--- src/rtl/rotcarry_pkg.sv ---
package rotcarry_pkg;

  // Strobes from the control unit to the datapath
  typedef struct packed {
    logic latchOp;   // capture operand, destination and address
    logic commit;    // drive write port / update W and flags
  } ctrlStrobes_t;

  typedef enum logic {
    PH_IDLE = 1'b0,
    PH_EXEC = 1'b1
  } phase_t;

  // Upper six opcode bits of the rotate-left-through-carry instruction
  localparam logic [5:0] RLC_OPC = 6'b001101;

endpackage

--- src/rtl/rotcarry_addr_decode.sv ---
module rotcarry_addr_decode #(
  parameter int F_W          = 8,
  parameter int ADDR_W       = 12,
  parameter int ACCESS_SPLIT = 96,
  parameter bit HAS_INDEXED  = 1'b1,
  localparam int HI_W        = ADDR_W - F_W
) (
  input  logic [F_W-1:0]    fField,
  input  logic              bankBit,
  input  logic              extEn,
  input  logic [HI_W-1:0]   bsr,
  input  logic [ADDR_W-1:0] ptrReg,
  output logic [ADDR_W-1:0] addr
);

  logic lowHalf;
  logic useIndexed;
  logic [ADDR_W-1:0] indexedAddr;
  logic [ADDR_W-1:0] accessAddr;

  assign lowHalf = (int'(fField) < ACCESS_SPLIT);

  generate
    if (HAS_INDEXED) begin : g_indexed
      assign useIndexed  = !bankBit && extEn && lowHalf;
      assign indexedAddr = ptrReg + {{HI_W{1'b0}}, fField};
    end else begin : g_noIndexed
      logic unusedIdx;
      assign unusedIdx   = extEn ^ (^ptrReg);
      assign useIndexed  = 1'b0;
      assign indexedAddr = '0;
    end
  endgenerate

  assign accessAddr = lowHalf ? {{HI_W{1'b0}}, fField}
                              : {{HI_W{1'b1}}, fField};

  always_comb begin
    if (bankBit)         addr = {bsr, fField};
    else if (useIndexed) addr = indexedAddr;
    else                 addr = accessAddr;
  end

endmodule

--- src/rtl/rotcarry_ctrl.sv ---
module rotcarry_ctrl
  import rotcarry_pkg::*;
(
  input  logic         clk,
  input  logic         rstN,
  input  logic         start,
  input  logic [5:0]   opcodeHi,
  output ctrlStrobes_t strobes
);

  phase_t phase;
  phase_t phaseNext;

  always_comb begin
    strobes.latchOp = (phase == PH_IDLE) && start && (opcodeHi == RLC_OPC);
    strobes.commit  = (phase == PH_EXEC);
    phaseNext       = phase;
    if (strobes.latchOp)     phaseNext = PH_EXEC;
    else if (strobes.commit) phaseNext = PH_IDLE;
  end

  always_ff @(posedge clk or negedge rstN) begin
    if (!rstN) phase <= PH_IDLE;
    else       phase <= phaseNext;
  end

  // execution lasts exactly one cycle after acceptance
  a_r8_single_exec: assert property (@(posedge clk) disable iff (!rstN)
    strobes.commit |=> !strobes.commit);

  // a start during execution is never accepted
  a_r9_busy_ignore: assert property (@(posedge clk) disable iff (!rstN)
    strobes.commit |-> !strobes.latchOp);

  // acceptance only on the matching opcode
  a_r1_opcode_gate: assert property (@(posedge clk) disable iff (!rstN)
    strobes.latchOp |-> (start && opcodeHi == RLC_OPC));

endmodule

--- src/rtl/rotcarry_datapath.sv ---
module rotcarry_datapath
  import rotcarry_pkg::*;
#(
  parameter int DATA_W = 8,
  parameter int ADDR_W = 12
) (
  input  logic              clk,
  input  logic              rstN,
  input  ctrlStrobes_t      strobes,
  input  logic [DATA_W-1:0] rdData,
  input  logic              destBit,
  input  logic [ADDR_W-1:0] addrIn,
  output logic [DATA_W-1:0] wReg,
  output logic [2:0]        status,
  output logic              wrEn,
  output logic [ADDR_W-1:0] wrAddr,
  output logic [DATA_W-1:0] wrData
);

  localparam int MSB = DATA_W - 1;

  logic [DATA_W-1:0] opReg;
  logic              destReg;
  logic [ADDR_W-1:0] addrReg;
  logic [DATA_W-1:0] result;
  logic              cFlag;
  logic              nFlag;
  logic              zFlag;

  // Operand capture (read phase)
  always_ff @(posedge clk or negedge rstN) begin
    if (!rstN) begin
      opReg   <= '0;
      destReg <= 1'b0;
      addrReg <= '0;
    end else if (strobes.latchOp) begin
      opReg   <= rdData;
      destReg <= destBit;
      addrReg <= addrIn;
    end
  end

  // Rotate left through carry (process phase)
  assign result = {opReg[MSB-1:0], cFlag};

  // Destination and flag update (write phase)
  always_ff @(posedge clk or negedge rstN) begin
    if (!rstN) begin
      wReg  <= '0;
      cFlag <= 1'b0;
      nFlag <= 1'b0;
      zFlag <= 1'b0;
    end else if (strobes.commit) begin
      cFlag <= opReg[MSB];
      nFlag <= result[MSB];
      zFlag <= (result == '0);
      if (!destReg) wReg <= result;
    end
  end

  assign wrEn   = strobes.commit && destReg;
  assign wrAddr = addrReg;
  assign wrData = result;
  assign status = {nFlag, zFlag, cFlag};

  // commit follows acceptance by one cycle
  a_r8_commit_after_latch: assert property (@(posedge clk) disable iff (!rstN)
    strobes.commit |-> $past(strobes.latchOp));

  // carry out is the operand's top bit
  a_r2_carry_out: assert property (@(posedge clk) disable iff (!rstN)
    strobes.commit |=> cFlag == $past(opReg[MSB]));

  // zero flag set only when operand low bits and carry were all zero
  a_r3_zero_flag: assert property (@(posedge clk) disable iff (!rstN)
    strobes.commit |=> zFlag == ($past(opReg[MSB-1:0]) == '0 && !$past(cFlag)));

  // file destination leaves W alone
  a_r4_w_kept: assert property (@(posedge clk) disable iff (!rstN)
    (strobes.commit && destReg) |=> $stable(wReg));

  // W and flags only move on commit
  a_r8_state_hold: assert property (@(posedge clk) disable iff (!rstN)
    !strobes.commit |=> ($stable(wReg) && $stable(status)));

endmodule

--- src/rtl/rotcarry_alu.sv ---
module rotcarry_alu
  import rotcarry_pkg::*;
#(
  parameter int F_W          = 8,
  parameter int ADDR_W       = 12,
  parameter int ACCESS_SPLIT = 96,
  parameter bit HAS_INDEXED  = 1'b1,
  localparam int INSTR_W     = F_W + 8,
  localparam int HI_W        = ADDR_W - F_W,
  localparam int DATA_W      = F_W
) (
  input  logic               clk,
  input  logic               rstN,
  input  logic               start,
  input  logic [INSTR_W-1:0] instr,
  input  logic [HI_W-1:0]    bsr,
  input  logic [ADDR_W-1:0]  ptrReg,
  input  logic               extEn,
  output logic [ADDR_W-1:0]  rdAddr,
  input  logic [DATA_W-1:0]  rdData,
  output logic               wrEn,
  output logic [ADDR_W-1:0]  wrAddr,
  output logic [DATA_W-1:0]  wrData,
  output logic [DATA_W-1:0]  wReg,
  output logic [2:0]         status
);

  ctrlStrobes_t strobes;
  logic [F_W-1:0] fField;
  logic           bankBit;
  logic           destBit;
  logic [1:0]     unusedLow;

  assign fField    = instr[F_W-1:0];
  assign bankBit   = instr[F_W];
  assign destBit   = instr[F_W+1];
  assign unusedLow = instr[INSTR_W-7:INSTR_W-8];

  rotcarry_addr_decode #(
    .F_W(F_W), .ADDR_W(ADDR_W), .ACCESS_SPLIT(ACCESS_SPLIT), .HAS_INDEXED(HAS_INDEXED)
  ) u_decode (
    .fField(fField), .bankBit(bankBit), .extEn(extEn),
    .bsr(bsr), .ptrReg(ptrReg), .addr(rdAddr)
  );

  rotcarry_ctrl u_ctrl (
    .clk(clk), .rstN(rstN), .start(start),
    .opcodeHi(instr[INSTR_W-1:INSTR_W-6]), .strobes(strobes)
  );

  rotcarry_datapath #(.DATA_W(DATA_W), .ADDR_W(ADDR_W)) u_dp (
    .clk(clk), .rstN(rstN), .strobes(strobes), .rdData(rdData),
    .destBit(destBit), .addrIn(rdAddr), .wReg(wReg), .status(status),
    .wrEn(wrEn), .wrAddr(wrAddr), .wrData(wrData)
  );

  // banked access keeps f in the low address byte and bsr above it
  a_r5_banked: assert property (@(posedge clk) disable iff (!rstN)
    bankBit |-> (rdAddr == {bsr, fField}));

  // upper access half lands in the top page
  a_r6_upper_page: assert property (@(posedge clk) disable iff (!rstN)
    (!bankBit && int'(fField) >= ACCESS_SPLIT) |-> (rdAddr[ADDR_W-1:F_W] == {HI_W{1'b1}}));

  // write strobe is a single-cycle pulse
  a_r4_write_pulse: assert property (@(posedge clk) disable iff (!rstN)
    wrEn |=> !wrEn);

endmodule

--- config.mk ---
export PLATFORM = sky130hd
export DESIGN_NAME = rotcarry_alu
export DESIGN_NICKNAME = d
export VERILOG_FILES = /design/src/rtl/rotcarry_pkg.sv /design/src/rtl/rotcarry_addr_decode.sv /design/src/rtl/rotcarry_ctrl.sv /design/src/rtl/rotcarry_datapath.sv /design/src/rtl/rotcarry_alu.sv
export SDC_FILE = /design/constraint.sdc
export NUM_CORES = 1
export LEC_CHECK = 0
export BUFFER_PORTS_ARGS = -buffer_cell sky130_fd_sc_hd__buf_2
export CAP_MARGIN = 20
export CORE_ASPECT_RATIO = 1.4
export CORE_MARGIN = 5
export CORE_UTILIZATION = 47
export CTS_CLUSTER_DIAMETER = 80
export CTS_CLUSTER_SIZE = 25
export DETAILED_ROUTE_END_ITERATION = 12
export PLACE_DENSITY_LB_ADDON = 0.08
export SLEW_MARGIN = 40
export SYNTH_ARGS = -nofsm -noshare
export SYNTH_HDL_FRONTEND = slang
export SYNTH_SLANG_ARGS = --single-unit
--- constraint.sdc ---
create_clock -name clk -period 2.15 [get_ports clk]
set_input_delay 0.215 -clock clk [delete_from_list [all_inputs] [get_ports clk]]
set_output_delay 0.215 -clock clk [all_outputs]
set_load 0.02 [all_outputs]
# Word level (Yosys, flattened, before mapping)
# Index checks and enable logic that the tools add are counted.
# word_totals
regBits,33
latchBits,0
mem_bits_rw,0
romBits,0
mem_count,0
# classes
n_addsub,1
mul,0
n_div,0
n_lt_le_gt_ge,1
n_eq_ne,1
n_shift,0
mux,4
bitwise_logic,2
reduce_logical,8
# op_table
cell,count
12-bit 2-to-1 mux,3
12-bit by 8-bit adder with 12-bit output,1
8-bit logical NOT,1
"8-bit by 7-bit less-than comparator with 1-bit output, second input constant",1
"6-bit by 4-bit equality test with 1-bit output, second input constant",1
1-bit logical AND,5
1-bit NOT,2
2-bit AND reduction,1
1-bit logical NOT,1
1-bit 2-to-1 mux,1

# Logic depth before layout (Yosys ltp)
# depth
depth_word,5
mapped_depth,9
mapped_depth_nobuf,9

# Hierarchy
# From an unflattened synthesis, not the netlist that was laid out.
# unflattened
cells_unflattened,181
hier_area_um2,2033.2
# by_module_without_submodules
mod,instances,cells_each,area_per_inst_um2
rotcarry_datapath,1,83,1325.0
rotcarry_addr_decode,1,92,640.6
rotcarry_ctrl,1,6,67.6

# Worst setup path after synthesis
# Ideal clock, no wire load.
# synth_path
kind,input to register
from,in instr[0]
to,"reg u_dp.addrReg[6], in the netlist u_dp.wrAddr[6]"
arrival_time_ns,2.294
required_ns,2.082
setup_slack_ns,-0.212
stages,9
n_path_buf,0
path_cell_list,ha_1 > inv_1 > fa_1 > nor2b_1 > o31a_1 > o21ai_0 > and3_1 > o31ai_1 > mux2_2
# synth_between
elab_chain_len,4
word_cells_on_any_way,5
classes_between,add/sub: 1; order compare: 1; mux: 2; reduce/logical: 1
# synth_lines
element,line,rtl
"start, declared",rotcarry_alu.sv:15,"input logic [INSTR_W-1:0] instr,"
"parallel branches: the longest is 2 deep, another holds 12-bit by 8-bit adder with 12-bit output",--,
12-bit 2-to-1 mux (*),rotcarry_addr_decode.sv:40,else if (useIndexed) addr = indexedAddr;
12-bit 2-to-1 mux (*),rotcarry_addr_decode.sv:39,"if (bankBit) addr = {bsr, fField};"
via rdAddr[6],rotcarry_alu.sv:19,"output logic [ADDR_W-1:0] rdAddr,"
"end signal, assigned",rotcarry_datapath.sv:39,addrReg <= addrIn;
"end, declared",rotcarry_datapath.sv:24,logic [ADDR_W-1:0] addrReg;
# Mark *: on every way through the listed nets, which the timed path passes.
# A chain may end at the register's enable or synchronous reset.

# Final worst setup path
# layout_path
from,in instr[0]
to,out rdAddr[10]
# layout_between
elab_chain_len,4
word_cells_on_any_way,6
classes_between,add/sub: 1; order compare: 1; mux: 3; reduce/logical: 1
# layout_lines
element,line,rtl
8-bit by 7-bit less-than comparator with 1-bit output,rotcarry_addr_decode.sv:21,assign lowHalf = (int'(fField) < ACCESS_SPLIT);
12-bit 2-to-1 mux or 1-bit logical AND (tied branches),"rotcarry_addr_decode.sv:35, rotcarry_addr_decode.sv:25",
12-bit 2-to-1 mux (*),rotcarry_addr_decode.sv:40,
12-bit 2-to-1 mux (*),rotcarry_addr_decode.sv:39,
"end, declared",rotcarry_alu.sv:19,
# Mark *: on every way between the ends. The rest lies on a longest branch, timed or not.

==> impl_metrics.toml <==
[placed_design]
place_congestion = 0.925
hpwl_um = 3990
dpl_worst_slack_ns = -0.145
place_area_um2 = 2500
port_buffers = 87

[routing]
drtPass1Iterations = 4
post-route-drc-count = 0
drt_iter0_drc = 72
routed_wirelength_um = 5160
antenna_left = 0
num_vias = 1875
vias_per_cell = 5.31
post_drt_wl_per_cell_um = 14.6

[grt]
grt_max_degree = 34
grt_pass1_wl_um = 8030
antenna_found_initial = 0
grt_pass1_vias = 1805
grt.total_usage = 0.183
grt_overflow = 0

[yosys]
syn-cell-area_um2 = 2010
synth_top_cell_by_area = "dfrtp_1"
avgSynthCellArea_um2 = 9.52
synthTopCellsByCount = "nand2_1, dfrtp_1, mux2_2, buf_4, o21ai_0"
ys_warn_count = 0
synthArstFlopShare = 1.00
synth_flop_cell = "dfrtp_1"
syn-num-nets = 264
yosysSeqAreaShare = 0.411
ys_top_cells_by_area = "dfrtp_1, mux2_2, nand2_1"
synth_edf_count = 0
yosysUniqueCellTypes = 45
yosysMostFrequentCell = "nand2_1"
ys_ff_latch = 33
synth_top_area_frac = 0.411
synth_cells = 211

[setup_path]
reg2regPathDepth = 5
worstPathMaxFanout = 3
end_kind = "output pin"
path_class = "input pin to output pin"
r2r_start = "u_ctrl.phase$_DFF_PN0_"
r2r_end = "u_dp.wrAddr[6]$_DFFE_PN0P_"
crit_end = "rdAddr[10]"
crit_start = "instr[0]"
worstPathArrival_ns = 1.92
cp_data_required_time_ns = 1.93
reg2reg_setup_slack_ns = 0.55
cp-start-kind = "input pin"

[hold_path]
holdCritPathClass = "input pin to flip-flop"

[sta]
slew_headroom = 0.520
slew_violations = 0
fin_worst_skew_ns = 0.00534
rsz0062_at_grt = "yes"
tns_ns = 0
hold_viol_final = 0
period_needed_ns = 2.13
period_share = 0.992
worst_pin_slew_ns = 0.719
setup_viol = 0
fin_ws_ns = 0.0178
fmaxAchievable_mhz = 469
fin_hold_ws_ns = 0.122

[cells_and_area]
nNetsFinal = 360
final_cell_area_um2 = 2710
n_antenna_cell = 0
area_growth_syn_to_layout_pct = 34.9
fill_cells = 374
drive_gt1_frac = 0.471

[power]
leakagePower_nw = 1.51
vdd_ir_drop_max_uv = 345
powerDensity_nw_per_um2 = 637
power_mw = 1.73

[floorplanning]
rows = 28
start_util = 0.478
io_pins = 88
die_h_um = 87.4
die_w_um = 65.3
fp.dieArea_um2 = 5700
core-area_um2 = 4200

[clock_tree]
clockBufferDepth = 2
cts.sinks = 33
insertion_delay_ns = 0.28
cts_tree = "done"
cts_buffers = 5
htree_levels = 2
clk_pin_slew_ns = 0.06
root_buffer = "clkbuf_8"

[flow_run]
max-cap-violations = 0

[run_status]
status = "complete, no violations"
-- how the worst min path moves through the flow --
stage | startpoint | endpoint | slack (ns) | cells after the start
finish | rdData[2] | u_dp.opReg[2]$_DFFE_PN0P_ | 0.12 | 3
floorplan | rstN | u_ctrl.phase$_DFF_PN0_ | -0.08 | 0
detailed placement | rstN | u_dp.opReg[2]$_DFFE_PN0P_ | 0.31 | 1
CTS | rdData[2] | u_dp.opReg[2]$_DFFE_PN0P_ | 0.11 | 3
global placement | rstN | u_dp.wReg[3]$_DFFE_PN0P_ | 0.31 | 1
global route | instr[9] | u_dp.destReg$_DFFE_PN0P_ | 0.12 | 3
-- final cells by class --
| class | count | area, um^2 | share of cell area |
|---|---|---|---|
| Inverter | 9 | 33.8 | 0.0125 |
| Clock inverter | 2 | 10.0 | 0.00369 |
| Tap cell | 45 | 56.3 | 0.0208 |
| Multi-Input combinational cell | 152 | 1100 | 0.406 |
| Sequential cell | 33 | 826 | 0.305 |
| Clock buffer | 6 | 72.6 | 0.0268 |
| Timing Repair Buffer | 106 | 612 | 0.226 |
-- power by group --
| part | switching, mW | internal [mW] | leakage [nW] |
|---|---|---|---|
| clock network | 0.214 | 0.224 | 0.0450 |
| registers | 0.0459 | 0.689 | 0.444 |
| logic | 0.313 | 0.242 | 1.02 |
| total | 0.573 | 1.16 | 1.51 |
-- through the flow --
step	util	cells
2_1_floorplan	-	211
3_3_place_gp	0.595	340
3_5_place_dp	0.595	340
4_1_cts	0.620	349
5_1_grt	0.645	353
6_report	0.645	353
-- placed cells by master, fill, tap and decap left out, types with 2 or more instances in the layout --
cell type   n
xnor2_1     2
o21ai_0     7
mux2_2     18
buf_4      19
inv_1       8
a21oi_1     7
o211ai_1    2
buf_2      82
o21ai_1     2
clkinv_2    2
dfrtp_1    33
nand3_1     4
o21bai_1    2
nor2_1      8
nor4_1      2
and2_1      2
xor2_1      4
nor2b_1     2
nand2b_1    2
nand2_1    44
ha_1        7
a31oi_1     2
nand4_1     2
buf_6       3
a21o_1      4
clkbuf_8    5
-- sequential cells by signal, indices dropped and copies added (netlist names) --
name	count
u_dp.opReg	8
u_dp.nFlag	1
u_dp.destReg	1
u_dp.wReg	8
u_dp.wrAddr	12
u_ctrl.phase	1
u_dp.cFlag	1
u_dp.zFlag	1
-- cells by family (layout without fill, tap and decap cells) --
| family | count (synthesis) | count (layout) | share of synthesized area |
|---|---|---|---|
| flops | 33 | 33 | 0.411 |
| simple gates | 74 | 74 | 0.169 |
| mux | 20 | 20 | 0.113 |
| buf+inv | 26 | 123 | 0.0722 |
| fa+ha+maj | 9 | 9 | 0.0598 |
| compound gates | 43 | 43 | 0.149 |
| xor+xnor | 6 | 6 | 0.0262 |
-- critical path: stages --
cell	delay [ns]
buf_8	0.08
ha_4	0.13
inv_2	0.03
fa_2	0.34
nor2b_2	0.13
o31a_1	0.22
o41ai_2	0.09
or4_1	0.42
o211ai_2	0.11
buf_6	0.14
-- layer usage --
layer  GRT usage  vias up  part of all wire
li1            -      919                 -
met1       0.208      876              0.39
met2       0.326       71              0.53
met3      0.0297        9             0.060
met4      0.0906        0             0.021
met5           0        -                 0
-- repair_timing --
action                                  CTS  global route
hold buffers                              1             0
resized for setup                         6            17
buffers inserted                          0             4
endpoints found under the setup margin    3             7
pin swaps                                 2             6
hold endpoints to repair                  6             0
Note: power is estimated with default switching activity, not from simulation.
